**src/rtl/bus_arb_pkg.sv**
```systemverilog
package bus_arb_pkg;
  typedef enum logic [2:0] {
    OWN_NONE = 3'd0,
    OWN_LEG  = 3'd1,
    OWN_CH   = 3'd2,
    OWN_DSP  = 3'd3,
    OWN_CPU  = 3'd4
  } owner_e;
endpackage

```
**src/rtl/bus_arb_rst_sync.sv**
```systemverilog
module bus_arb_rst_sync #(
  parameter int STAGES = 2
) (
  input  logic clk,
  input  logic rst_n,
  output logic rst_n_sync
);
  logic [STAGES-1:0] sync_q;

  always_ff @(posedge clk or negedge rst_n) begin
    if (!rst_n) sync_q <= '0;
    else        sync_q <= {sync_q[STAGES-2:0], 1'b1};
  end

  assign rst_n_sync = sync_q[STAGES-1];
endmodule

```
**src/rtl/bus_arb_fixed_pick.sv**
```systemverilog
module bus_arb_fixed_pick #(
  parameter int NCH = 4,
  localparam int IW = (NCH > 1) ? $clog2(NCH) : 1
) (
  input  logic [NCH-1:0] req,
  output logic           found,
  output logic [IW-1:0]  idx
);
  always_comb begin
    found = 1'b0;
    idx   = '0;
    for (int i = NCH - 1; i >= 0; i--) begin
      if (req[i]) begin
        found = 1'b1;
        idx   = IW'(i);
      end
    end
  end
endmodule

```
**src/rtl/bus_arb_rot_pick.sv**
```systemverilog
module bus_arb_rot_pick #(
  parameter int NCAND = 5,
  localparam int PW = $clog2(NCAND)
) (
  input  logic             clk,
  input  logic             rst_n,
  input  logic [NCAND-1:0] cand,
  input  logic [PW-1:0]    ptr,
  output logic             found,
  output logic [PW-1:0]    idx
);
  always_comb begin
    found = 1'b0;
    idx   = '0;
    for (int o = 0; o < NCAND; o++) begin
      int j;
      j = int'(ptr) + o;
      if (j >= NCAND) j = j - NCAND;
      if (!found && cand[j]) begin
        found = 1'b1;
        idx   = PW'(j);
      end
    end
  end

  // a chosen candidate must actually be eligible
  assert_pick_eligible_R6: assert property (@(posedge clk) disable iff (!rst_n)
    found |-> cand[idx]);
  // nothing eligible means nothing found
  assert_pick_none_R6: assert property (@(posedge clk) disable iff (!rst_n)
    (cand == '0) |-> !found);
endmodule

```
**src/rtl/bus_arb_slot_timer.sv**
```systemverilog
module bus_arb_slot_timer #(
  parameter int CODE_W = 4,
  localparam int CNT_W = (1 << CODE_W) - 1
) (
  input  logic              clk,
  input  logic              rst_n,
  input  logic [CODE_W-1:0] code,
  input  logic              start,
  input  logic              run,
  output logic              len_zero,
  output logic              last
);
  logic [CNT_W-1:0] cnt_q, cnt_d, len;
  logic             cnt_en;

  always_comb begin
    len      = (code == '0) ? '0 : (CNT_W'(1) << (code - CODE_W'(1)));
    len_zero = (code == '0);
    last     = (cnt_q >= len);
    cnt_en   = start | run;
    cnt_d    = start ? CNT_W'(1) : cnt_q + CNT_W'(1);
  end

  always_ff @(posedge clk or negedge rst_n) begin
    if (!rst_n)      cnt_q <= '0;
    else if (cnt_en) cnt_q <= cnt_d;
  end

  // the slot is only extended while its length is not used up
  assert_slot_not_over_R7: assert property (@(posedge clk) disable iff (!rst_n)
    run |-> !last);
  // start and extend never coincide
  assert_slot_excl_R7: assert property (@(posedge clk) disable iff (!rst_n)
    !(start && run));
endmodule

```
**src/rtl/bus_arbiter.sv**
```systemverilog
module bus_arbiter
  import bus_arb_pkg::*;
#(
  parameter int NCH       = 4,
  parameter int CFG_W     = 32,
  parameter int MODE_BIT  = 31,
  parameter int YIELD_LSB = 16,
  parameter int YIELD_W   = 4
) (
  input  logic             clk,
  input  logic             rst_n,
  input  logic [CFG_W-1:0] cfg_ctrl,
  input  logic             leg_req,
  input  logic [NCH-1:0]   ch_req,
  input  logic             dsp_req,
  input  logic             cpu_req,
  input  logic             xfer_done,
  output logic             gnt_leg,
  output logic [NCH-1:0]   gnt_ch,
  output logic             gnt_dsp,
  output logic             gnt_cpu
);
  localparam int NCAND = NCH + 1;
  localparam int PW    = $clog2(NCAND);
  localparam int IW    = (NCH > 1) ? $clog2(NCH) : 1;
  localparam int NGNT  = NCH + 3;

  logic arst_n;
  bus_arb_rst_sync #(.STAGES(2)) u_rst (.clk(clk), .rst_n(rst_n), .rst_n_sync(arst_n));

  owner_e         own_q, own_d;
  logic [IW-1:0]  chi_q, chi_d;
  logic [PW-1:0]  ptr_q, ptr_d;
  logic           slot_q, slot_d;

  logic              mode_rr;
  logic [YIELD_W-1:0] ycode;
  logic              proc_any, hold_dma, slot_go, slot_start;
  owner_e            proc_pick;
  logic              len_zero, slot_last;
  logic              fx_found, rr_found;
  logic [IW-1:0]     fx_idx;
  logic [PW-1:0]     rr_idx;
  logic [NCAND-1:0]  cand;

  assign mode_rr   = cfg_ctrl[MODE_BIT];
  assign ycode     = cfg_ctrl[YIELD_LSB +: YIELD_W];
  assign proc_any  = dsp_req | cpu_req;
  assign proc_pick = dsp_req ? OWN_DSP : OWN_CPU;
  assign cand      = {proc_any & ~len_zero, ch_req};

  bus_arb_fixed_pick #(.NCH(NCH)) u_fixed (.req(ch_req), .found(fx_found), .idx(fx_idx));

  bus_arb_rot_pick #(.NCAND(NCAND)) u_rot (
    .clk(clk), .rst_n(arst_n), .cand(cand), .ptr(ptr_q),
    .found(rr_found), .idx(rr_idx));

  bus_arb_slot_timer #(.CODE_W(YIELD_W)) u_timer (
    .clk(clk), .rst_n(arst_n), .code(ycode), .start(slot_start),
    .run(slot_go), .len_zero(len_zero), .last(slot_last));

  always_comb begin
    hold_dma   = ((own_q == OWN_LEG) || (own_q == OWN_CH)) && !xfer_done;
    slot_go    = !hold_dma && slot_q && mode_rr && proc_any && !leg_req && !slot_last;
    slot_start = 1'b0;
    own_d      = own_q;
    chi_d      = chi_q;
    ptr_d      = ptr_q;
    slot_d     = slot_q;
    if (hold_dma) begin
      own_d = own_q;
    end else if (slot_go) begin
      own_d = proc_pick;
    end else begin
      slot_d = 1'b0;
      if (leg_req) begin
        own_d = OWN_LEG;
      end else if (!mode_rr) begin
        if (fx_found) begin
          own_d = OWN_CH;
          chi_d = fx_idx;
        end else if (proc_any) begin
          own_d = proc_pick;
        end else begin
          own_d = OWN_NONE;
        end
      end else if (rr_found) begin
        if (rr_idx == PW'(NCH)) begin
          own_d      = proc_pick;
          slot_d     = 1'b1;
          slot_start = 1'b1;
          ptr_d      = '0;
        end else begin
          own_d = OWN_CH;
          chi_d = rr_idx[IW-1:0];
          ptr_d = rr_idx + PW'(1);
        end
      end else if (proc_any) begin
        own_d = proc_pick;
      end else begin
        own_d = OWN_NONE;
      end
    end
  end

  always_ff @(posedge clk or negedge arst_n) begin
    if (!arst_n) begin
      own_q  <= OWN_NONE;
      chi_q  <= '0;
      ptr_q  <= '0;
      slot_q <= 1'b0;
    end else begin
      own_q  <= own_d;
      chi_q  <= chi_d;
      ptr_q  <= ptr_d;
      slot_q <= slot_d;
    end
  end

  always_comb begin
    gnt_leg = (own_q == OWN_LEG);
    gnt_dsp = (own_q == OWN_DSP);
    gnt_cpu = (own_q == OWN_CPU);
    gnt_ch  = '0;
    if (own_q == OWN_CH) gnt_ch[chi_q] = 1'b1;
  end

  logic [NGNT-1:0] gnt_all;
  logic            dma_owned;
  assign gnt_all   = {gnt_leg, gnt_dsp, gnt_cpu, gnt_ch};
  assign dma_owned = gnt_leg | (|gnt_ch);

  assert_onehot_grant_R1: assert property (@(posedge clk) disable iff (!arst_n)
    $onehot0(gnt_all));
  assert_legacy_wins_R3: assert property (@(posedge clk) disable iff (!arst_n)
    (leg_req && !(dma_owned && !xfer_done)) |=> gnt_leg);
  assert_fixed_no_proc_R4: assert property (@(posedge clk) disable iff (!arst_n)
    (!mode_rr && (|ch_req) && !(dma_owned && !xfer_done)) |=> !(gnt_dsp || gnt_cpu));
  assert_dma_hold_R5: assert property (@(posedge clk) disable iff (!arst_n)
    (dma_owned && !xfer_done) |=> $stable(gnt_all));
  assert_no_idle_slot_R8: assert property (@(posedge clk) disable iff (!arst_n)
    !proc_any |=> !(gnt_dsp || gnt_cpu));
  assert_dsp_first_R9: assert property (@(posedge clk) disable iff (!arst_n)
    dsp_req |=> !gnt_cpu);
endmodule

```
**config.mk**
```make
export PLATFORM = sky130hd
export DESIGN_NAME = bus_arbiter
export DESIGN_NICKNAME = d
export VERILOG_FILES = /design/src/rtl/bus_arb_pkg.sv /design/src/rtl/bus_arb_rst_sync.sv /design/src/rtl/bus_arb_fixed_pick.sv /design/src/rtl/bus_arb_rot_pick.sv /design/src/rtl/bus_arb_slot_timer.sv /design/src/rtl/bus_arbiter.sv
export SDC_FILE = /design/constraint.sdc
export NUM_CORES = 1
export LEC_CHECK = 0
export BUFFER_PORTS_ARGS = -buffer_cell sky130_fd_sc_hd__buf_2
export CAP_MARGIN = 40
export CORE_MARGIN = 2
export CORE_UTILIZATION = 50
export DETAILED_ROUTE_END_ITERATION = 10
export GPL_TIMING_DRIVEN = 0
export PLACE_DENSITY_LB_ADDON = 0.1
export SLEW_MARGIN = 20
export SYNTH_ARGS = -nofsm -noshare
export SYNTH_HDL_FRONTEND = slang
export SYNTH_SLANG_ARGS = --single-unit
```
**constraint.sdc**
```tcl
create_clock -name clk -period 2.79 [get_ports clk]
set_input_delay 0.279 -clock clk [delete_from_list [all_inputs] [get_ports clk]]
set_output_delay 0.279 -clock clk [all_outputs]
set_load 0.01 [all_outputs]
```
### After elaboration in Yosys (flattened, before gate mapping)

Index checks and enable logic that the tools add are counted.

* add/subtract/negate cells: 12
* $lt $le $gt $ge: 13
* eq/ne operators: 7
* shift operators: 1
* mux-type cells: 62
* bitwise logic cells: 7
* reductions and logical operators: 25

Operators with widths (number)
* 32-bit by 5-bit < comparator with 1-bit output, second input constant: 5
* 32-bit two-way mux: 5
* 32-bit by 4-bit greater-or-equal comparator with 1-bit output, second input constant: 4
* 32-bit by 4-bit subtractor with 32-bit output, second input constant: 4
* 3-bit two-way mux: 14
* 15-bit two-way mux: 2
* 1-bit two-way mux: 26
* 2-bit two-way mux: 8
* 15-bit by 1-bit adder with 15-bit output, second input constant: 1
* 1-bit binary-select mux with 3-bit select: 5
* 15-bit greater-or-equal comparator: 1
* 1-bit by 4-bit << shifter with 15-bit output, first input constant: 1
* 1-bit logical AND: 11
* 3-bit by 2-bit adder with 4-bit output, second input constant: 2
* 1-bit logical NOT: 8
* 3-bit by 2-bit == test with 1-bit output, second input constant: 2
* 3-bit == test, second input constant: 2
* 6-bit AND reduction: 1
* 5-bit AND reduction: 1
* 3-bit by 1-bit adder with 4-bit output, second input constant: 1
* 3-bit by 3-bit adder with 4-bit output, second input constant: 1
* 4-bit logical NOT: 1
* 4-bit two-way mux: 1
* 1-bit inverter: 4
* other kinds (15): 16

* flip-flop bits (word level): 26
* input bits: 42
* output and inout port bits: 7
* word-level logic and storage cells: 133

### Depth between registers and ports, before layout

Gate-level depths: netlist of run 1.

* word-level depth: 27
* mapped depth: 18
* depth with buffers taken out: 16

### Cells and area by module

Synthesis of run 1 repeated with hierarchy kept, for this count alone.

* cells, all modules: 350
* area, all modules: 2995.4 um^2

Modules (own cells, without submodules)
* bus_arb_slot_timer: instances 1, cells an instance 135, area an instance 1176.1 um^2, sequential area each 375.4 um^2
* bus_arb_rot_pick: instances 1, cells an instance 139, area an instance 1102.3 um^2, sequential area each 0.0 um^2
* bus_arbiter: instances 1, cells an instance 66, area an instance 628.1 um^2, sequential area each 225.2 um^2
* bus_arb_rst_sync: instances 1, cells an instance 3, area an instance 53.8 um^2, sequential area each 50.0 um^2
* bus_arb_fixed_pick: instances 1, cells an instance 7, area an instance 35.0 um^2, sequential area each 0.0 um^2

### Worst setup path after synthesis of run 1

Ideal clock, no wire load.

* path type: reg-to-reg
* start point: register ptr_q[1]
* end point: register ptr_q[0]
* setup time: 122 ps
* data arrival time: 4068 ps
* data required time: 2668 ps
* path slack: -1400 ps
* cell stages (with the launch flop): 16
* path buffers: 1
* period minus slack after synthesis: 4190 ps
* path through: dfrtp_1 clkbuf_1 inv_1 ha_1 ha_1 a21boi_4 mux4_2 a221oi_2 nor4b_2 a32oi_1 o21ai_1 ha_1 nand2_1 a311o_1 and3_1 a32o_1

* cells in the longest elaborated chain, start to end: 20
* elaborated cells on any way between the ends: 56
* those cells by class: add/sub (10); order compare (5); eq/ne (1); mux (31); reduce/logical (9)

RTL lines
* start, declared: line bus_arbiter.sv:33 `logic [PW-1:0] ptr_q, ptr_d;`
* start signal, assigned: line bus_arbiter.sv:115 `ptr_q <= ptr_d;`
* branches (longest 20 deep; another with 32-bit by 4-bit subtractor with 32-bit output)

Several ways; the timed one is not identified. The select of a mux whose other input is x is not followed.
A chain may end at the register's enable or synchronous reset.

### Worst setup path after layout of run 1

* start point: register ptr_q[0]
* end point: register ptr_q[0]

The elaborated chain is that of the path after synthesis.

==> key figures, run 1 <==
Status
  – Outcome: finished, violations left
  – Violated checks: negative setup slack

Logic synthesis
  – Count of flip-flops with a built-in enable after synthesis: 0
  – Post-Syn Instances: 387
  – Fraction of synthesized cell area taken by the top area cell type: 21.0%
  – Combined area of all synthesized cells: 3090 µm²
  – Top cell type by total area after synthesis: sky130_fd_sc_hd__dfrtp_1
  – Most used standard cell by instance count after synthesis: sky130_fd_sc_hd__nor2_1
  – Number of synthesized register bits: 26
  – Share of synthesized flip-flops with an asynchronous set or reset: 100%
  – Count of yosys warnings during synthesis: 0
  – Area contributors post-synth: sky130_fd_sc_hd__dfrtp_1 21%, sky130_fd_sc_hd__ha_1 11%, sky130_fd_sc_hd__nor2_1 3.6%
  – Syn_nets: 457
  – Post-synth top flop: sky130_fd_sc_hd__dfrtp_1
  – Average footprint of a synthesized cell: 7.99 µm²
  – Most instantiated cells after synthesis: 30 x sky130_fd_sc_hd__nor2_1, 29 x sky130_fd_sc_hd__nand2_1, 27 x sky130_fd_sc_hd__ha_1, 26 x sky130_fd_sc_hd__dfrtp_1, 22 x sky130_fd_sc_hd__a21oi_1
  – Synth cell types: 73
  – Sequential fraction of the synthesis area: 21.0%

Placement
  – Half-perimeter wire length of the detailed placement result: 6610 µm
  – # placed instances: 481
  – Port buffer count: 18
  – Final weighted congestion of routability-driven global placement: 0.945
  – Placement Cell Area: 3360 µm²

Final layout
  – Final non-filler cell area: 3860 µm²
  – Area used by sequential logic in the layout: 654 µm²
  – Net total in the final layout: 511
  – Number of non-filler instances in the completed layout: 515
  – Diodes inserted: 0
  – End-of-flow core utilization: 64.8%
  – Number of fillers in the final layout: 535
  – Multi-input logic area: 2480 µm²
  – Share of post-route cells with drive strength above 1: 27.5%
  – P&R area growth vs syn: 24.8%

GRT
  – Maximum number of pins on one net before global-route repair: 16
  – Antenna violations before repair: 0
  – Aggregate global-route resource usage: 28.0%
  – Global route overflow: 0
  – Wire length of the first global-routing pass: 14600 µm
  – Vias in the first global route: 2937

Clock tree
  – Num CTS Buffers: 3
  – CTS H-tree lvls: 1
  – Insertion delay of the later-clocked pin in the worst-skew pair: 280 ps
  – Number of clock sinks seen by CTS: 26
  – Clock slew seen by the registers of the worst setup and hold paths: 90 ps
  – Clock tree from TritonCTS: done
  – Max Root-Sink Buffers: 2
  – CTS root buffer: sky130_fd_sc_hd__clkbuf_8

STA
  – Number of setup violations in the final report: 24
  – Setup skew after layout: 1.59 ps
  – Measured slew at the worst slew-check pin: 646 ps
  – Total count of max-transition violations in the final report: 0
  – Headroom to the max-slew limit: 56.5%
  – Final Hold Fails: 0
  – Fmax: 250 MHz
  – Setup TNS after final layout: -26130 ps
  – Shortest period the worst path allows: 4010 ps
  – RSZ-0062 raised after global routing: yes
  – Crit share post-route: 144%
  – Worst Slack Setup Final: -1220 ps

Floorplan
  – Height of the chip: 82.7 µm
  – Die Wd: 82.7 µm
  – Starting utilization of the core area: 51.9%
  – Ports placed on the boundary: 49
  – Die outline area: 6830 µm²
  – Area of the core: 5960 µm²
  – Number of cell rows: 28

Worst setup path
  – Category of the most critical setup path: flip-flop to flip-flop
  – Minimum setup slack among reg-to-reg paths: -1220 ps
  – Kind of capture point of the worst setup path: flip-flop
  – Type of element launching the critical path: flip-flop
  – Source of the worst register-to-register timing path: ptr_q[0]
  – Critical path endpoint: ptr_q[0]
  – Critical path origin: ptr_q[0]
  – Critical path required time: 2970 ps
  – R2r endpoint: ptr_q[0]
  – Crit-path max FO: 4
  – Data arrival at the endpoint of the critical path: 4180 ps
  – Worst-case reg-to-reg path depth: 17

Route
  – Wire length after detailed routing: 9250 µm
  – DRT Pass-1 Iters: 5
  – Antenna viol nets, final: 0
  – Number of vias in the routed layout: 3325
  – Vias per cell: 6.46
  – Routed wirelength normalized by instance count: 18.0 µm
  – Remaining DRCs: 0
  – First DRT Iteration DRCs: 287

Pwr
  – Part of the total power dissipated in the clock network: 6.4%
  – Switching share of total power: 48.0%
  – Sequential group share of total power: 10.6%
  – Switching Power: 2.42 mW
  – Leakage power total: 1.70 nW
  – Combinational cell fraction of total power: 83.0%
  – Power per cell area: 1300 nW/µm²
  – Largest voltage drop on the vdd net: 0.000920 V
  – Internal Dissipation: 2.62 mW

Job
  – # Max-Cap Violations: 0

Hold path
  – Tightest Hold Check Type: input pin to flip-flop
## metal layers
metal  up-vias  GRT usage [%]  routed length (µm)
met5         -              0                   0
met4         0           7.21                 164
met3        21           3.37                 717
met2       141           42.3                4040
met1      1608           42.1                4330
li1       1555              -                   -
## through the flow
stage	hold slack (ps)	setup slack [ps]	power (mW)
final	208	-1220	5.04
after global routing	212	-1350	5.33
after CTS	197	-1130	4.62
after detailed placement	64.8	-1490	3.52
after global placement	63.6	-1460	3.49
after floorplan	-16.6	-975	2.88
## critical path, stage by stage (launching register included)
cell	delay (ps)
sky130_fd_sc_hd__dfrtp_2	440
sky130_fd_sc_hd__buf_6	130
sky130_fd_sc_hd__inv_4	50
sky130_fd_sc_hd__buf_8	110
sky130_fd_sc_hd__ha_4	160
sky130_fd_sc_hd__ha_4	220
sky130_fd_sc_hd__a21boi_4	220
sky130_fd_sc_hd__mux4_2	570
sky130_fd_sc_hd__a221oi_4	370
sky130_fd_sc_hd__buf_6	170
sky130_fd_sc_hd__nor3_2	40
sky130_fd_sc_hd__o21ba_2	230
sky130_fd_sc_hd__o21ai_2	200
sky130_fd_sc_hd__ha_4	170
sky130_fd_sc_hd__nand2_2	60
sky130_fd_sc_hd__a311o_1	310
sky130_fd_sc_hd__and3_4	170
sky130_fd_sc_hd__a32o_2	270
## power groups by stage
stage | combinational, mW | sequential (mW) | clock, mW
CTS | 3.77 | 0.531 | 0.326
global placement | 2.94 | 0.554 | 0
global route | 4.45 | 0.545 | 0.337
detailed placement | 2.96 | 0.555 | 0
finish | 4.18 | 0.535 | 0.324
floorplan | 2.36 | 0.524 | 0
## how the worst min path moves through the flow
stage	startpoint	to	slack, ps	cells after the start
final	dsp_req	own_q[2]	210	2
after global routing	dsp_req	own_q[2]	210	2
after CTS	dsp_req	own_q[2]	200	2
after detailed placement	rst_n	u_rst.sync_q[1]	60	1
after global placement	rst_n	u_rst.sync_q[1]	60	1
after floorplan	rst_n	u_rst.sync_q[0]	-20	0
## area by class of cell
class,instances,area share [%]
Multi-Input combinational cell,321,64.3
Sequential cell,26,17.0
Timing Repair Buffer,50,9.21
Buffer,19,3.21
Tap cell,75,2.43
Inverter,20,2.07
Clock buffer,3,1.07
Clock inverter,1,0.778
## cells by family (layout without fill, tap and decap cells)
family	after synthesis	count (layout)	synth area share (%)
buffers and inverters	40	93	5.46
other	1	1	0.121
AOI/OAI and AO/OA	115	115	26.7
and+or+nand+nor	157	157	28.2
xor gates and xnor gates	12	12	3.40
muxes	8	8	3.48
DFF	26	26	21.0
adders and majority gates	28	28	11.6
## cells in the final DEF (no fill, tap or decap), types with 4 or more instances in the layout
master	synthesis	final
sky130_fd_sc_hd__inv_1	20	15
sky130_fd_sc_hd__dfrtp_1	26	23
sky130_fd_sc_hd__o21a_1	4	4
sky130_fd_sc_hd__a21o_1	6	6
sky130_fd_sc_hd__buf_4	3	27
sky130_fd_sc_hd__xor2_1	7	7
sky130_fd_sc_hd__nand3_1	13	13
sky130_fd_sc_hd__nand2b_1	17	15
sky130_fd_sc_hd__nand4_1	8	8
sky130_fd_sc_hd__nor2_1	30	27
sky130_fd_sc_hd__clkbuf_1	11	9
sky130_fd_sc_hd__buf_6	0	7
sky130_fd_sc_hd__a21oi_1	22	17
sky130_fd_sc_hd__a211oi_1	8	8
sky130_fd_sc_hd__ha_4	0	4
sky130_fd_sc_hd__o21ai_1	3	4
sky130_fd_sc_hd__ha_1	27	21
sky130_fd_sc_hd__or3_1	8	8
sky130_fd_sc_hd__clkbuf_8	0	4
sky130_fd_sc_hd__buf_2	6	21
sky130_fd_sc_hd__and3_1	8	7
sky130_fd_sc_hd__and2_1	4	4
sky130_fd_sc_hd__a31oi_1	4	4
sky130_fd_sc_hd__o21ai_0	21	19
sky130_fd_sc_hd__mux2i_1	4	4
sky130_fd_sc_hd__nor3_1	11	8
sky130_fd_sc_hd__xnor2_1	5	5
sky130_fd_sc_hd__a21oi_2	1	6
sky130_fd_sc_hd__nor2b_1	10	10
sky130_fd_sc_hd__nand2_1	29	28
## repair_timing
item                                    4_1_cts  5_1_grt
endpoints found under the setup margin       24       24
gates cloned                                  1        0
hold buffers                                  1        0
endpoints found under the hold margin         2        0
pin swaps                                    25       11
resized for setup                            44        5
setup buffers                                25        4
## sequential cells by signal, summed over array words and instances, names as in the netlist
signal	count
chi_q	2
u_timer.cnt_q	15
slot_q	1
own_q	3
ptr_q	3
u_rst.sync_q	2
No activity file was read; power rests on OpenSTA's default activity.
==> inputs of run 2 (changes only) <==
Settings changed: SYNTH_HIERARCHICAL set to 1.
==> run 2 against run 1 <==
Area after synthesis down 3.2%; clock skew rose by 14 ps; total power shrank 4.0%; die area decreased by 3.0%; register-to-register slack got worse by 120 ps; combinational power shrank 5%; via count shrank 16%; critical endpoint is now u_timer/cnt_q[10]; maximum frequency fell by 2.9%; the flow still finishes with violations (negative setup slack); final cell count down 7.6%; core utilization up 0.97 points.
==> key figures, run 2 <==
Status
  – Outcome: finished, violations left
  – Violated checks: negative setup slack

Worst setup path
  – Data arrival at the endpoint of the critical path: 4290 ps (+110 ps)
  – Kind of capture point of the worst setup path: flip-flop
  – Critical path required time: 2950 ps (-20 ps)
  – Category of the most critical setup path: flip-flop to flip-flop
  – Critical path origin: ptr_q[0]
  – Minimum setup slack among reg-to-reg paths: -1340 ps (-120 ps)
  – R2r endpoint: u_timer/cnt_q[10]
  – Source of the worst register-to-register timing path: ptr_q[0]
  – Type of element launching the critical path: flip-flop
  – Worst-case reg-to-reg path depth: 20 (+3)
  – Crit-path max FO: 6 (+2)

Logic synthesis
  – Number of synthesized register bits: 26 (unchanged)
  – Fraction of synthesized cell area taken by the top area cell type: 21.7% (+0.69 points)
  – Proportion of synthesized area in mux cells: 10.5% (+7.0 points)
  – Combinational family with the most area after synthesis: simple AND/OR/NAND/NOR gates
  – Share of synthesized flip-flops with an asynchronous set or reset: 100% (unchanged)
  – Top cell type by total area after synthesis: sky130_fd_sc_hd__dfrtp_1
  – Sequential fraction of the synthesis area: 21.7% (+0.69 points)
  – Adder-cell share of the synthesized area: 12.1% (+0.54 points)
  – Average footprint of a synthesized cell: 8.56 µm² (+7.1%)
  – Combined area of all synthesized cells: 3000 µm² (-3.2%)
  – Post-synth top flop: sky130_fd_sc_hd__dfrtp_1
  – Most instantiated cells after synthesis: 41 x sky130_fd_sc_hd__nor2_1, 29 x sky130_fd_sc_hd__ha_1, 28 x sky130_fd_sc_hd__nand2_1, 26 x sky130_fd_sc_hd__dfrtp_1, 18 x sky130_fd_sc_hd__a21oi_1
  – Post-Syn Instances: 350 (-9.6%)
  – Area contributors post-synth: sky130_fd_sc_hd__dfrtp_1 22%, sky130_fd_sc_hd__ha_1 12%, sky130_fd_sc_hd__nor2_1 5.1%
  – Count of yosys warnings during synthesis: 6 (+6)
  – Simple-Gate Fraction of Synth Area: 27.7% (-0.50 points)
  – Syn_nets: 421 (-7.9%)
  – Post-synthesis compound-gate area fraction: 17.4% (-9.4 points)
  – Count of flip-flops with a built-in enable after synthesis: 0 (unchanged)
  – Xor/xnor cell area share of the yosys netlist: 5.47% (+2.1 points)
  – Most used standard cell by instance count after synthesis: sky130_fd_sc_hd__nor2_1
  – Synth cell types: 70 (-4.1%)

Final layout
  – P&R area growth vs syn: 28.5%
  – Final non-filler cell area: 3850 µm² (-0.29%)
  – Diodes inserted: 0 (unchanged)
  – Most frequent standard cell in the layout excluding fill and tap cells: sky130_fd_sc_hd__nor2_1
  – Leading registers by flop count: u_timer/cnt_q x15, own_q x3, ptr_q x3
  – Top library cells by usage in the layout, fill and taps aside: 36 x sky130_fd_sc_hd__nor2_1, 25 x sky130_fd_sc_hd__nand2_1, 23 x sky130_fd_sc_hd__dfrtp_1, 23 x sky130_fd_sc_hd__ha_1, 22 x sky130_fd_sc_hd__buf_2
  – Register bank with the most flops: u_timer/cnt_q
  – Flip-flop count of the largest register, all copies and words added: 15 (unchanged)
  – Number of fillers in the final layout: 474 (-11%)
  – Share of post-route cells with drive strength above 1: 34.9% (+7.4 points)
  – Net total in the final layout: 473 (-7.4%)
  – Number of non-filler instances in the completed layout: 476 (-7.6%)

Pwr
  – Switching share of total power: 46.7% (-1.2 points)
  – Power per cell area: 1260 nW/µm² (-3.7%)
  – Sequential group share of total power: 11.0% (+0.4 points)
  – Combinational cell fraction of total power: 82.4% (-0.6 points)
  – Switching Power: 2.26 mW (-6.5%)
  – Largest voltage drop on the vdd net: 0.000632 V (-31%)
  – Internal Dissipation: 2.58 mW (-1.7%)
  – Leakage power total: 1.69 nW (-0.76%)
  – Part of the total power dissipated in the clock network: 6.5% (about the same)

Route
  – Remaining DRCs: 0 (unchanged)
  – Antenna viol nets, final: 0 (unchanged)
  – Wire length after detailed routing: 7760 µm (-16%)
  – First DRT Iteration DRCs: 182 (-37%)
  – Number of vias in the routed layout: 2793 (-16%)
  – DRT Pass-1 Iters: 4 (-1)
  – Vias per cell: 5.87 (-9.1%)
  – Routed wirelength normalized by instance count: 16.3 µm (-9.3%)

GRT
  – Wire length of the first global-routing pass: 12400 µm (-15%)
  – Antenna violations before repair: 0 (unchanged)
  – Vias in the first global route: 2570 (-12%)
  – Maximum number of pins on one net before global-route repair: 16 (unchanged)
  – Aggregate global-route resource usage: 24.0% (-4.0 points)
  – Global route overflow: 0 (unchanged)

STA
  – Total count of max-transition violations in the final report: 0 (unchanged)
  – Final Hold Fails: 0 (unchanged)
  – Crit share post-route: 148% (+4.3 points)
  – Setup TNS after final layout: -26230 ps (-98.3 ps)
  – RSZ-0062 raised after global routing: yes
  – Fmax: 242 MHz (-2.9%)
  – Shortest period the worst path allows: 4130 ps (+119 ps)
  – Worst Slack Setup Final: -1340 ps (-119 ps)
  – Min Hold Slack: 206 ps (-2.10 ps)
  – Number of setup violations in the final report: 24 (unchanged)
  – Measured slew at the worst slew-check pin: 585 ps (-61.1 ps)
  – Headroom to the max-slew limit: 60.9% (+4.4 points)
  – Setup skew after layout: 16.0 ps (+14.5 ps)

Clock tree
  – Max Root-Sink Buffers: 2 (unchanged)
  – CTS H-tree lvls: 1 (unchanged)
  – CTS root buffer: sky130_fd_sc_hd__clkbuf_8
  – Num CTS Buffers: 3 (unchanged)
  – Insertion delay of the later-clocked pin in the worst-skew pair: 280 ps (about the same)
  – Clock slew seen by the registers of the worst setup and hold paths: 100 ps (about the same)
  – Number of clock sinks seen by CTS: 26 (unchanged)
  – Clock tree from TritonCTS: done

Floorplan
  – Die Wd: 81.4 µm (-1.5%)
  – Area of the core: 5850 µm² (-1.8%)
  – Ports placed on the boundary: 49 (unchanged)
  – Starting utilization of the core area: 51.2% (-0.74 points)
  – Number of cell rows: 28 (unchanged)
  – Height of the chip: 81.4 µm (-1.5%)
  – Die outline area: 6630 µm² (-3.0%)

Placement
  – # placed instances: 447 (-7.1%)
  – Half-perimeter wire length of the detailed placement result: 5590 µm (-15%)
  – Port buffer count: 21 (+3)
  – Placement Cell Area: 3370 µm² (+0.11%)
  – Final weighted congestion of routability-driven global placement: 0.873 (-7.7%)

Hold path
  – Tightest Hold Check Type: input pin to flip-flop
  – Min-Delay Startpoint: dsp_req
  – Worst Hold Depth: 2 (unchanged)
  – Endpoint of the worst hold-timing path: own_q[2]

Job
  – # Max-Cap Violations: 0 (unchanged)
==> run 2: power groups by stage <==
stage / clock [mW] / combinational, mW / sequential, mW
final: 0.316 / 3.99 / 0.534
after CTS: 0.324 / 3.39 / 0.532
after detailed placement: 0 / 2.90 / 0.573
after global routing: 0.342 / 4.30 / 0.548
after global placement: 0 / 2.83 / 0.573
after floorplan: 0 / 2.38 / 0.531
==> run 2: per-stage QoR <==
| step | total power [mW] | worst slack, ps | util [%] |
|---|---|---|---|
| floorplan | 2.91 | -1290 | - |
| global placement | 3.40 | -1960 | 57.3 |
| detailed placement | 3.47 | -1950 | 57.6 |
| CTS | 4.24 | -1300 | 62.0 |
| global route | 5.19 | -1500 | 65.8 |
| finish | 4.84 | -1340 | 65.8 |
==> run 2: how the worst max path moves through the flow <==
stage | to | slack [ps] | depth (start not counted)
3_5_place_dp | u_timer/cnt_q[5] | -1950 | 20
3_3_place_gp | u_timer/cnt_q[10] | -1960 | 21
2_1_floorplan | u_timer/cnt_q[5] | -1290 | 19
4_1_cts | u_timer/cnt_q[10] | -1300 | 20
5_1_grt | u_timer/cnt_q[10] | -1500 | 20
6_report | u_timer/cnt_q[10] | -1340 | 20
==> run 2: layout make-up <==
type | instances | area, µm² | share of cell area, %
clock inverters | 1 | 30.0 | 0.780
multi-input cells | 296 | 2500 | 65.0
inverters | 18 | 78.8 | 2.05
clock buffers | 3 | 41.3 | 1.07
flip-flops and latches | 26 | 654 | 17.0
plain buffers | 10 | 110 | 2.86
repair buffers | 47 | 339 | 8.81
well taps | 75 | 93.8 | 2.44
==> run 2: timing repair <==
| action | 4_1_cts | 5_1_grt |
|---|---|---|
| hold buffers | 1 | 0 |
| gates cloned | 1 | 1 |
| buffers inserted | 14 | 9 |
| endpoints found under the setup margin | 24 | 24 |
| pin swaps | 14 | 16 |
| resized for setup | 18 | 37 |
| endpoints found under the hold margin | 2 | 0 |
==> run 2: cells by family (layout without fill, tap and decap cells) <==
kind of cell / count (synthesis) / in the layout
xor gates and xnor gates: 17 / 17
and+or+nand+nor: 153 / 153
DFF: 26 / 26
buffers and inverters: 28 / 79
AOI/OAI and AO/OA: 71 / 71
other: 1 / 1
muxes: 25 / 25
adders and majority gates: 29 / 29
==> run 2: layer usage <==
layer / GRT usage, % / vias up / routed length [µm]
met1: 34.0 / 1344 / 3750
met3: 3.67 / 4 / 294
met2: 39.3 / 50 / 3670
li1: - / 1395 / -
met4: 3.56 / 0 / 42
met5: 0 / - / 0
==> run 2: critical path: stages (launching register included) <==
cell                        delay (ps)
sky130_fd_sc_hd__dfrtp_2           470
sky130_fd_sc_hd__buf_8             140
sky130_fd_sc_hd__inv_8              50
sky130_fd_sc_hd__ha_4              210
sky130_fd_sc_hd__nand3b_1          170
sky130_fd_sc_hd__mux2_4            300
sky130_fd_sc_hd__nand2_4            80
sky130_fd_sc_hd__mux2_4            310
sky130_fd_sc_hd__a311oi_4          460
sky130_fd_sc_hd__nand4_4           200
sky130_fd_sc_hd__and2b_1           250
sky130_fd_sc_hd__a21oi_2            50
sky130_fd_sc_hd__inv_2              80
sky130_fd_sc_hd__ha_4              150
sky130_fd_sc_hd__nand2_4            60
sky130_fd_sc_hd__nor4_4            200
sky130_fd_sc_hd__o2111ai_2         210
sky130_fd_sc_hd__buf_6             200
sky130_fd_sc_hd__nor4_4            220
sky130_fd_sc_hd__xnor2_1           150
sky130_fd_sc_hd__nor2_1             50
==> inputs of run 3 (changes only) <==
Settings changed: GPL_TIMING_DRIVEN 0 to not set.
==> run 3 against run 2 <==
The flow still finishes with violations (negative setup slack); critical endpoint is now chi_q[1]; via count rose by 15%; global-route usage is 3.8 points higher; non-clock buffer count is 81 higher; count of clock-buffer cells in the layout grew 1.
==> key figures, run 3 (synthesis results as in run 2) <==
GRT
  – Global route overflow: 0 (unchanged)
  – Routing usage on met3: 2.67% (-1.0 points)
  – Wire length of the first global-routing pass: 14300 µm (+15%)
  – Maximum number of pins on one net before global-route repair: 23 (+7)
  – Antenna violations before repair: 0 (unchanged)
  – Global-route met1 utilization: 39.0% (+5.0 points)
  – Met2 routing resource usage after global routing: 46.6% (+7.4 points)
  – Vias in the first global route: 2989 (+16%)
  – Aggregate global-route resource usage: 27.8% (+3.8 points)
  – GRT busiest layer: met2

Floorplan
  – Starting utilization of the core area: 51.2% (unchanged)
  – Die outline area: 6630 µm² (unchanged)
  – Ports placed on the boundary: 49 (unchanged)
  – Area of the core: 5850 µm² (unchanged)
  – Number of cell rows: 28 (unchanged)
  – Height of the chip: 81.4 µm (unchanged)
  – Die Wd: 81.4 µm (unchanged)

STA
  – Setup skew after layout: 3.48 ps (-12.6 ps)
  – Number of setup violations in the final report: 24 (unchanged)
  – Headroom to the max-slew limit: 54.9% (-6.0 points)
  – Crit share post-route: 151% (+3.6 points)
  – RSZ-0062 raised after global routing: yes
  – Shortest period the worst path allows: 4230 ps (+99.7 ps)
  – Worst Slack Setup Final: -1440 ps (-99.7 ps)
  – Fmax: 237 MHz (-2.4%)
  – Total count of max-transition violations in the final report: 0 (unchanged)
  – Final Hold Fails: 0 (unchanged)
  – Measured slew at the worst slew-check pin: 675 ps (+89.4 ps)

Clock tree
  – Insertion delay of the later-clocked pin in the worst-skew pair: 270 ps (about the same)
  – CTS root buffer: sky130_fd_sc_hd__clkbuf_8
  – Max Root-Sink Buffers: 2 (unchanged)
  – Clock slew seen by the registers of the worst setup and hold paths: 90 ps (about the same)
  – Clock tree from TritonCTS: done
  – Num CTS Buffers: 3 (unchanged)
  – Number of clock sinks seen by CTS: 26 (unchanged)
  – CTS H-tree lvls: 1 (unchanged)

Job
  – # Max-Cap Violations: 0 (unchanged)

Worst setup path
  – Category of the most critical setup path: flip-flop to flip-flop
  – Type of element launching the critical path: flip-flop
  – Minimum setup slack among reg-to-reg paths: -1440 ps (-100 ps)
  – Longest individual stage delay on the worst path: 440 ps (-30 ps)
  – Kind of capture point of the worst setup path: flip-flop
  – Data arrival at the endpoint of the critical path: 4390 ps (+100 ps)
  – Worst-case reg-to-reg path depth: 20 (unchanged)
  – Critical Path Slowest Stage Cell: sky130_fd_sc_hd__dfrtp_2
  – Critical-path cell list: clkinv_4 > buf_4 > ha_1 > inv_1 > ha_2 > and2_1 > a311oi_2 > a2bb2o_2 > a211o_1 > o311ai_1 > nand3_1 > a31oi_2 > inv_1 > ha_4 > nand2_4 > buf_4 > buf_6 > a31oi_4 > or3_4 > mux2_4
  – Crit-path max FO: 6 (unchanged)
  – Critical path required time: 2960 ps (about the same)
  – Source of the worst register-to-register timing path: ptr_q[0]
  – R2r endpoint: chi_q[1]

Final layout
  – Diodes inserted: 0 (unchanged)
  – Leading registers by flop count: u_timer/cnt_q x15, own_q x3, ptr_q x3
  – Multi-input logic area: 2580 µm² (+3.2%)
  – Number of non-filler instances in the completed layout: 557 (+17%)
  – Number of fillers in the final layout: 400 (-16%)
  – P&R area growth vs syn: 50.8%
  – Share of post-route cells with drive strength above 1: 46.1% (+11 points)
  – Register bank with the most flops: u_timer/cnt_q
  – Most frequent standard cell in the layout excluding fill and tap cells: sky130_fd_sc_hd__buf_4
  – Net total in the final layout: 554 (+17%)
  – Final non-filler cell area: 4520 µm² (+17%)
  – Flip-flop count of the largest register, all copies and words added: 15 (unchanged)
  – Top library cells by usage in the layout, fill and taps aside: 102 x sky130_fd_sc_hd__buf_4, 36 x sky130_fd_sc_hd__nor2_1, 25 x sky130_fd_sc_hd__nand2_1, 25 x sky130_fd_sc_hd__ha_1, 24 x sky130_fd_sc_hd__dfrtp_1
  – Area used by sequential logic in the layout: 653 µm² (-0.19%)

Placement
  – Final weighted congestion of routability-driven global placement: 0.854 (-2.2%)
  – # placed instances: 533 (+19%)
  – Placement Cell Area: 4010 µm² (+19%)
  – Port buffer count: 21 (unchanged)
  – Half-perimeter wire length of the detailed placement result: 6670 µm (+19%)

Route
  – Antenna viol nets, final: 0 (unchanged)
  – Number of vias in the routed layout: 3216 (+15%)
  – Routed wirelength normalized by instance count: 16.4 µm (+0.79%)
  – First DRT Iteration DRCs: 190 (+4.4%)
  – Remaining DRCs: 0 (unchanged)
  – Wire length after detailed routing: 9150 µm (+18%)
  – DRT Pass-1 Iters: 4 (unchanged)
  – Vias per cell: 5.77 (-1.6%)

Pwr
  – Largest voltage drop on the vdd net: 0.000891 V (+41%)
  – Leakage power total: 2.14 nW (+27%)
  – Power per cell area: 1250 nW/µm² (-0.32%)

Status
  – Violated checks: negative setup slack
  – Outcome: finished, violations left

Hold path
  – Tightest Hold Check Type: flip-flop to asynchronous set/reset pin
==> run 3: cell type report <==
type	instances	area share (%)
Sequential cell	26	14.5
Tap cell	75	2.08
Clock buffer	4	0.997
Timing Repair Buffer	138	23.7
Inverter	18	1.61
Multi-Input combinational cell	296	57.1
==> run 3: worst max-delay path, delay by kind of cell, from the launching register on <==
kind | cells | cell delay [ps]
fa+ha+maj | 3 | 670
flops | 1 | 440
mux | 1 | 310
buf+inv | 6 | 580
simple gates | 4 | 840
compound gates | 6 | 1270
==> run 3: where the power goes <==
part	internal, mW	total [mW]	switching, mW	leakage (nW)
logic	2.55	4.91	2.36	1.78
clock network	0.102	0.227	0.124	0.0228
registers	0.439	0.522	0.0832	0.342
==> run 3: worst max-delay path by stage <==
stage,startpoint,end,cells after the start
finish,ptr_q[0],chi_q[1],20
global route,ptr_q[0],chi_q[0],20
CTS,ptr_q[1],u_timer/cnt_q[11],19
detailed placement,ptr_q[0],u_timer/cnt_q[14],19
global placement,ptr_q[0],chi_q[0],17
floorplan,ptr_q[0],u_timer/cnt_q[5],19
==> run 3: metrics by stage <==
stage / setup WS, ps / setup TNS, ps / utilization (%) / hold WS (ps) / power [mW]
floorplan: -1290 / -22440 / - / -16.6 / 2.91
global placement: -1400 / -26300 / 68.1 / 64.2 / 4.39
detailed placement: -1460 / -27690 / 68.6 / 64.4 / 4.48
CTS: -1250 / -23430 / 74.0 / 213 / 5.23
global route: -1590 / -31170 / 77.2 / 243 / 6.02
finish: -1440 / -27090 / 77.2 / 195 / 5.66
==> run 3: repair_timing <==
action | in CTS | in global routing
cloned | 1 | 0
resized for setup | 38 | 30
hold buffers | 1 | 0
buffers inserted | 15 | 9
endpoints found under the setup margin | 24 | 24
hold endpoints to repair | 2 | 0
pin swaps | 20 | 18
==> run 3: per-layer routing <==
layer | vias up | routed length [µm]
met5 | - | 0
met3 | 14 | 389
met1 | 1554 | 4240
li1 | 1548 | -
met2 | 100 | 4410
met4 | 0 | 109
